$ cat src/rtl/lme_pkg.sv
package lme_pkg;
   // Chunk size codes; the numeric value is the log2 of the chunk width in bytes
   typedef enum logic [1:0] {
      CHUNK_8  = 2'd0,
      CHUNK_16 = 2'd1,
      CHUNK_32 = 2'd2,
      CHUNK_64 = 2'd3
   } chunk_size_e;

   localparam int unsigned MASK_BITS = 8;
   localparam int unsigned NUM_SIZES = 4;

   function automatic int unsigned used_bits(input int unsigned out_w, input int unsigned chunk_w);
      int unsigned n;
      n = out_w / chunk_w;
      return (n > MASK_BITS) ? MASK_BITS : n;
   endfunction
endpackage

$ cat src/rtl/lme_byte_pick.sv
module lme_byte_pick #(
   parameter int unsigned SRC_W = 64,
   localparam int unsigned NBYTES = SRC_W / 8,
   localparam int unsigned SEL_W = $clog2(NBYTES)
) (
   input  logic [SRC_W-1:0] src,
   input  logic [SEL_W-1:0] sel,
   output logic [7:0]       mask_byte
);
   logic [7:0] lanes [NBYTES];

   for (genvar b = 0; b < NBYTES; b++) begin : g_lane
      assign lanes[b] = src[b*8 +: 8];
   end

   assign mask_byte = lanes[sel];
endmodule

$ cat src/rtl/lme_chunk_fanout.sv
module lme_chunk_fanout
   import lme_pkg::*;
#(
   parameter int unsigned OUT_W   = 128,
   parameter int unsigned CHUNK_W = 8,
   localparam int unsigned NCHUNK = OUT_W / CHUNK_W,
   localparam int unsigned NUSED  = used_bits(OUT_W, CHUNK_W)
) (
   input  logic [MASK_BITS-1:0] bits,
   output logic [OUT_W-1:0]     lanes
);
   if (OUT_W % CHUNK_W != 0) begin : g_bad_chunk
      $error("lme_chunk_fanout: OUT_W must be a multiple of CHUNK_W");
   end

   for (genvar c = 0; c < NCHUNK; c++) begin : g_chunk
      if (c < NUSED) begin : g_used
         assign lanes[c*CHUNK_W +: CHUNK_W] = {CHUNK_W{bits[c]}};
      end else begin : g_zero
         assign lanes[c*CHUNK_W +: CHUNK_W] = '0;
      end
   end

   if (NUSED < MASK_BITS) begin : g_spare
      logic unused_hi;
      assign unused_hi = |bits[MASK_BITS-1:NUSED];
   end
endmodule

$ cat src/rtl/lane_mask_expander.sv
module lane_mask_expander
   import lme_pkg::*;
#(
   parameter int unsigned SRC_W = 64,
   parameter int unsigned OUT_W = 128,
   localparam int unsigned SEL_W = $clog2(SRC_W / 8)
) (
   input  logic             clk,
   input  logic             rst_n,
   input  logic             in_valid,
   input  logic [SRC_W-1:0] in_src,
   input  logic [1:0]       in_size,
   input  logic [SEL_W-1:0] in_sel,
   output logic             out_valid,
   output logic [OUT_W-1:0] out_mask
);
   if (SRC_W % 8 != 0 || SRC_W < 16) begin : g_bad_src
      $error("lane_mask_expander: SRC_W must be a multiple of 8 and at least 16");
   end
   if ((SRC_W / 8) != (1 << SEL_W)) begin : g_bad_nbytes
      $error("lane_mask_expander: SRC_W/8 must be a power of two");
   end
   if (OUT_W % 64 != 0 || OUT_W < 64) begin : g_bad_out
      $error("lane_mask_expander: OUT_W must be a nonzero multiple of 64");
   end

   logic [MASK_BITS-1:0] mask_byte;
   logic [OUT_W-1:0]     by_size [NUM_SIZES];
   logic [OUT_W-1:0]     mask_d;

   lme_byte_pick #(.SRC_W(SRC_W)) i_pick (
      .src       (in_src),
      .sel       (in_sel),
      .mask_byte (mask_byte)
   );

   // One fan-out per chunk width, picked afterwards by the size code
   for (genvar g = 0; g < NUM_SIZES; g++) begin : g_size
      lme_chunk_fanout #(.OUT_W(OUT_W), .CHUNK_W(8 << g)) i_fan (
         .bits  (mask_byte),
         .lanes (by_size[g])
      );
   end

   assign mask_d = by_size[in_size];

   always_ff @(posedge clk or negedge rst_n) begin
      if (!rst_n) begin
         out_valid <= 1'b0;
         out_mask  <= '0;
      end else begin
         out_valid <= in_valid;
         if (in_valid) begin
            out_mask <= mask_d;
         end
      end
   end
endmodule

$ cat config.mk
export PLATFORM = sky130hd
export DESIGN_NAME = lane_mask_expander
export DESIGN_NICKNAME = d
export VERILOG_FILES = /design/src/rtl/lme_pkg.sv /design/src/rtl/lme_byte_pick.sv /design/src/rtl/lme_chunk_fanout.sv /design/src/rtl/lane_mask_expander.sv
export SDC_FILE = /design/constraint.sdc
export NUM_CORES = 1
export LEC_CHECK = 0
export BUFFER_PORTS_ARGS = -buffer_cell sky130_fd_sc_hd__buf_4
export CELL_PAD_IN_SITES_DETAIL_PLACEMENT = 1
export CELL_PAD_IN_SITES_GLOBAL_PLACEMENT = 1
export CORE_MARGIN = 3
export CORE_UTILIZATION = 24
export DETAILED_ROUTE_END_ITERATION = 6
export PLACE_DENSITY = 0.84
export RECOVER_POWER = 25
export SLEW_MARGIN = 20
export SYNTH_ARGS = -nofsm -noshare
export SYNTH_HDL_FRONTEND = slang
export SYNTH_SLANG_ARGS = --single-unit
$ cat constraint.sdc
create_clock -name clk -period 1.15 [get_ports clk]
set_input_delay 0.115 -clock clk [delete_from_list [all_inputs] [get_ports clk]]
set_output_delay 0.115 -clock clk [all_outputs]
set_load 0.02 [all_outputs]
==> reports/qor.txt <==
outcome = complete, but fails checks
failing checks = negative setup slack
share of the synthesized area in the top cell type = 43.26%
worst r2r src = out_mask[79]$_DFFE_PN0P_
Worst Clk Skew = 0 ns
via count of the first global-routing pass = 1,788
delay of the slowest cell on the worst path = 0.49 ns
simple-gate share of the synthesized area = 3.791%
first-iteration detailed-routing DRC count = 20
instance count of the mapped netlist = 205
sequential area share after synthesis = 16.16%
area share of fa/ha/maj cells after synthesis = 0%
Net count, final = 366
clock input transition at the sequential cells of the worst setup and hold paths = 0.05 ns
global route overflow = 0
Inserted Diodes = 0
startpoint types = input port
cell at the root of the clock tree = clkbuf_8
Worst-Margin Slew = 0.7000 ns
core region area = 0.007928 mm2
Clock Path Buffers = 2
R2R Setup Slk = 0.15 ns
netlist area before placement = 0.002013 mm2
residual DRC count = 0
length of the first detailed-routing pass in iterations = 3
count of state elements after synthesis = 13
tightest hold margin = 0.1042 ns
post-synth cell types = 20
Slew Limit Fails = 0
number of setup violations in the final report = 43
worst-path maximum fanout = 8
number of placement rows = 32
Finished Core Util = 36.10%
power density of the placed cells = 1264 mW/mm2
number of clock sinks = 13
biggest area contributors in the synthesized netlist = buf_4 (43%), mux4_1 (21%), dfrtp_1 (16%), mux2i_1 (3.5%), mux2_2 (2.8%)
CTS Buf Count = 3
crit path time final = 1.337 ns
Setup TNS Final = -4.675 ns
worst reg2reg path endpoint = out_mask[79]$_DFFE_PN0P_
final wirelength = 5.889 mm
Detail Route Antenna Nets = 0
worst hold path endpoint = out_valid$_DFF_PN0_
static leakage = 0.001448 uW
Post-synth EDFFs = 0
Synth top cells by count = buf_4 (116), mux4_1 (16), dfrtp_1 (13)
vias per inst = 4.122
Placed Area = 0.002750 mm2
global placement routability congestion = 0.7583
Post-Synthesis Mean Instance Area = 9.820 um2
DP Wirelength = 5.168 mm
Switching Share = 46.18%
synth-to-layout area growth = 42.14%
number of warnings reported in the yosys synthesis log = 0
GRT Overall Usage = 11.66%
Die Y = 97.59 um
post-synthesis async set-or-reset flop share = 100.0%
antenna violations before repair = 0
cell depth of the worst flop-to-flop path = 2
Main synth FF type = dfrtp_1
clock network fraction of total power = 11.1%
type of the worst min-delay path = in -> reg
wire length per cell = 14.91 um
Period Utilization, post-route = 116.3%
area leader, netlist = buf_4
most prevalent standard cell on the critical path = buf_12
Starting Density = 25.39%
insertion delay of the later-clocked pin in the worst-skew pair = 0.24 ns
compound-cell area share of the yosys netlist = 6.277%
die area = 0.009523 mm2
setup repair after global routing missed its margin = true
final worst-path setup slack = -0.1871 ns
type of the setup path with the least slack = in -> reg
post-route cell area = 0.002861 mm2
worst max-slew margin expressed relative to the limit = 53.33%
number of nets in the synthesized netlist = 277
combinational cell fraction of total power = 70.2%
die width = 97.59 um
fraction of layout cells with a size suffix above 1 = 80.20%
post-synthesis share of cell area spent on xor and xnor gates = 0%
TritonCTS clock tree = yes
internal power = 1947 uW
Max stage delay cell, worst path = mux4_2
switching power total = 1670 uW
Hold Crit Start = in_valid
capturing element type of the critical path = flip-flop
VDD IR-drop max = 0.3290 mV
maximum number of pins on one net before global-route repair = 18
number of endpoints with negative hold slack in the final report = 0
CP cell instances = buf_12, buf_12, mux4_2, mux2_4, o21a_1, o22a_1
number of port buffers = 200
mux cell area share after synthesis = 27.16%
data arrival at the endpoint of the critical path = 1.46 ns
max-cap viol count = 0
sequential share of power = 18.7%
cell count of the worst hold path = 1
Max Clk Rate = 747.9 MHz
Total Power = 3617 uW
Vias = 1,628
wire length of the first global-routing pass = 9.142 mm
required time worst endpoint = 1.28 ns
number of top-level design ports = 201
H-tree level count = 1
most frequent cell after synthesis = buf_4
largest family of logic cells by synthesized area = buffers and inverters
==> cell families (layout without fill, tap and decap cells) <==
group / after synthesis / after routing
buffers and inverters: 127 / 215
multiplexers: 28 / 28
AND/OR/NAND/NOR: 19 / 19
AO/OA/AOI/OAI: 18 / 18
flip-flops: 13 / 13
==> how the worst max path moves through the flow <==
stage              start                  endpoint  depth (start not counted)
2_1_floorplan  in_sel[0]  out_mask[63]$_DFFE_PN0P_                          6
3_3_place_gp   in_sel[0]  out_mask[47]$_DFFE_PN0P_                          5
3_5_place_dp   in_sel[0]  out_mask[39]$_DFFE_PN0P_                          5
4_1_cts        in_sel[0]  out_mask[39]$_DFFE_PN0P_                          6
5_1_grt        in_sel[0]  out_mask[63]$_DFFE_PN0P_                          6
6_report       in_sel[0]  out_mask[39]$_DFFE_PN0P_                          6
==> registers in the layout, summed over array words and instances (netlist names) <==
register,count
out_mask,12
out_valid,1
==> final cells by class <==
cell class              count  area, um2
fillers                   941       5066
repair buffers            209       1604
inverters                   2      7.507
flip-flops and latches     13      327.8
well taps                 102      127.6
multi-input cells          65      749.5
clock buffers               4      45.04
==> metal layers <==
layer / up-vias / global-route usage (%) / share of wire [%]
met1: 736 / 11.40 / 33
met2: 129 / 23.83 / 55
met4: 0 / 3.195 / 0.90
li1: 759 / - / -
met5: - / 0 / 0
met3: 4 / 2.728 / 11
==> timing repair <==
action                                 CTS  global route
cloned                                   1             0
setup endpoints to repair               76            54
endpoints found under the hold margin   13             0
buffers inserted                         1             1
hold buffers                             1             0
pin swaps                                7             3
resized for setup                       17             0
==> per-stage QoR <==
stage	cells	setup slack, ns
floorplan	205	-0.3723
global placement	387	-0.5566
detailed placement	387	-0.6150
CTS	394	-0.1983
global route	395	-0.2349
finish	395	-0.1871
==> placed cells by master, fill, tap and decap left out, types with 3 or more instances in the layout <==
cell      instances
mux4_2           13
nor2_1            8
o21a_1            4
dfrtp_1          11
o22a_1            4
clkbuf_8          3
buf_2             3
nand2_1           9
mux2i_1           4
mux4_1            3
buf_12            3
mux2_4            4
a31oi_1           4
buf_4           195
clkbuf_2          4
clkbuf_1          3
==> power groups by stage <==
stage	sequential, uW	clock (uW)	combinational [uW]
2_1_floorplan	757	0	1950
3_3_place_gp	723	0	2440
3_5_place_dp	739	0	2480
4_1_cts	711	411	2570
5_1_grt	711	430	2680
6_report	677	400	2540
==> critical path: cells and delay by family <==
family | cells | cell delay, ns
compound gates | 2 | 0.33
buf+inv | 2 | 0.23
mux | 2 | 0.78
(Power assumes the default switching activity.)
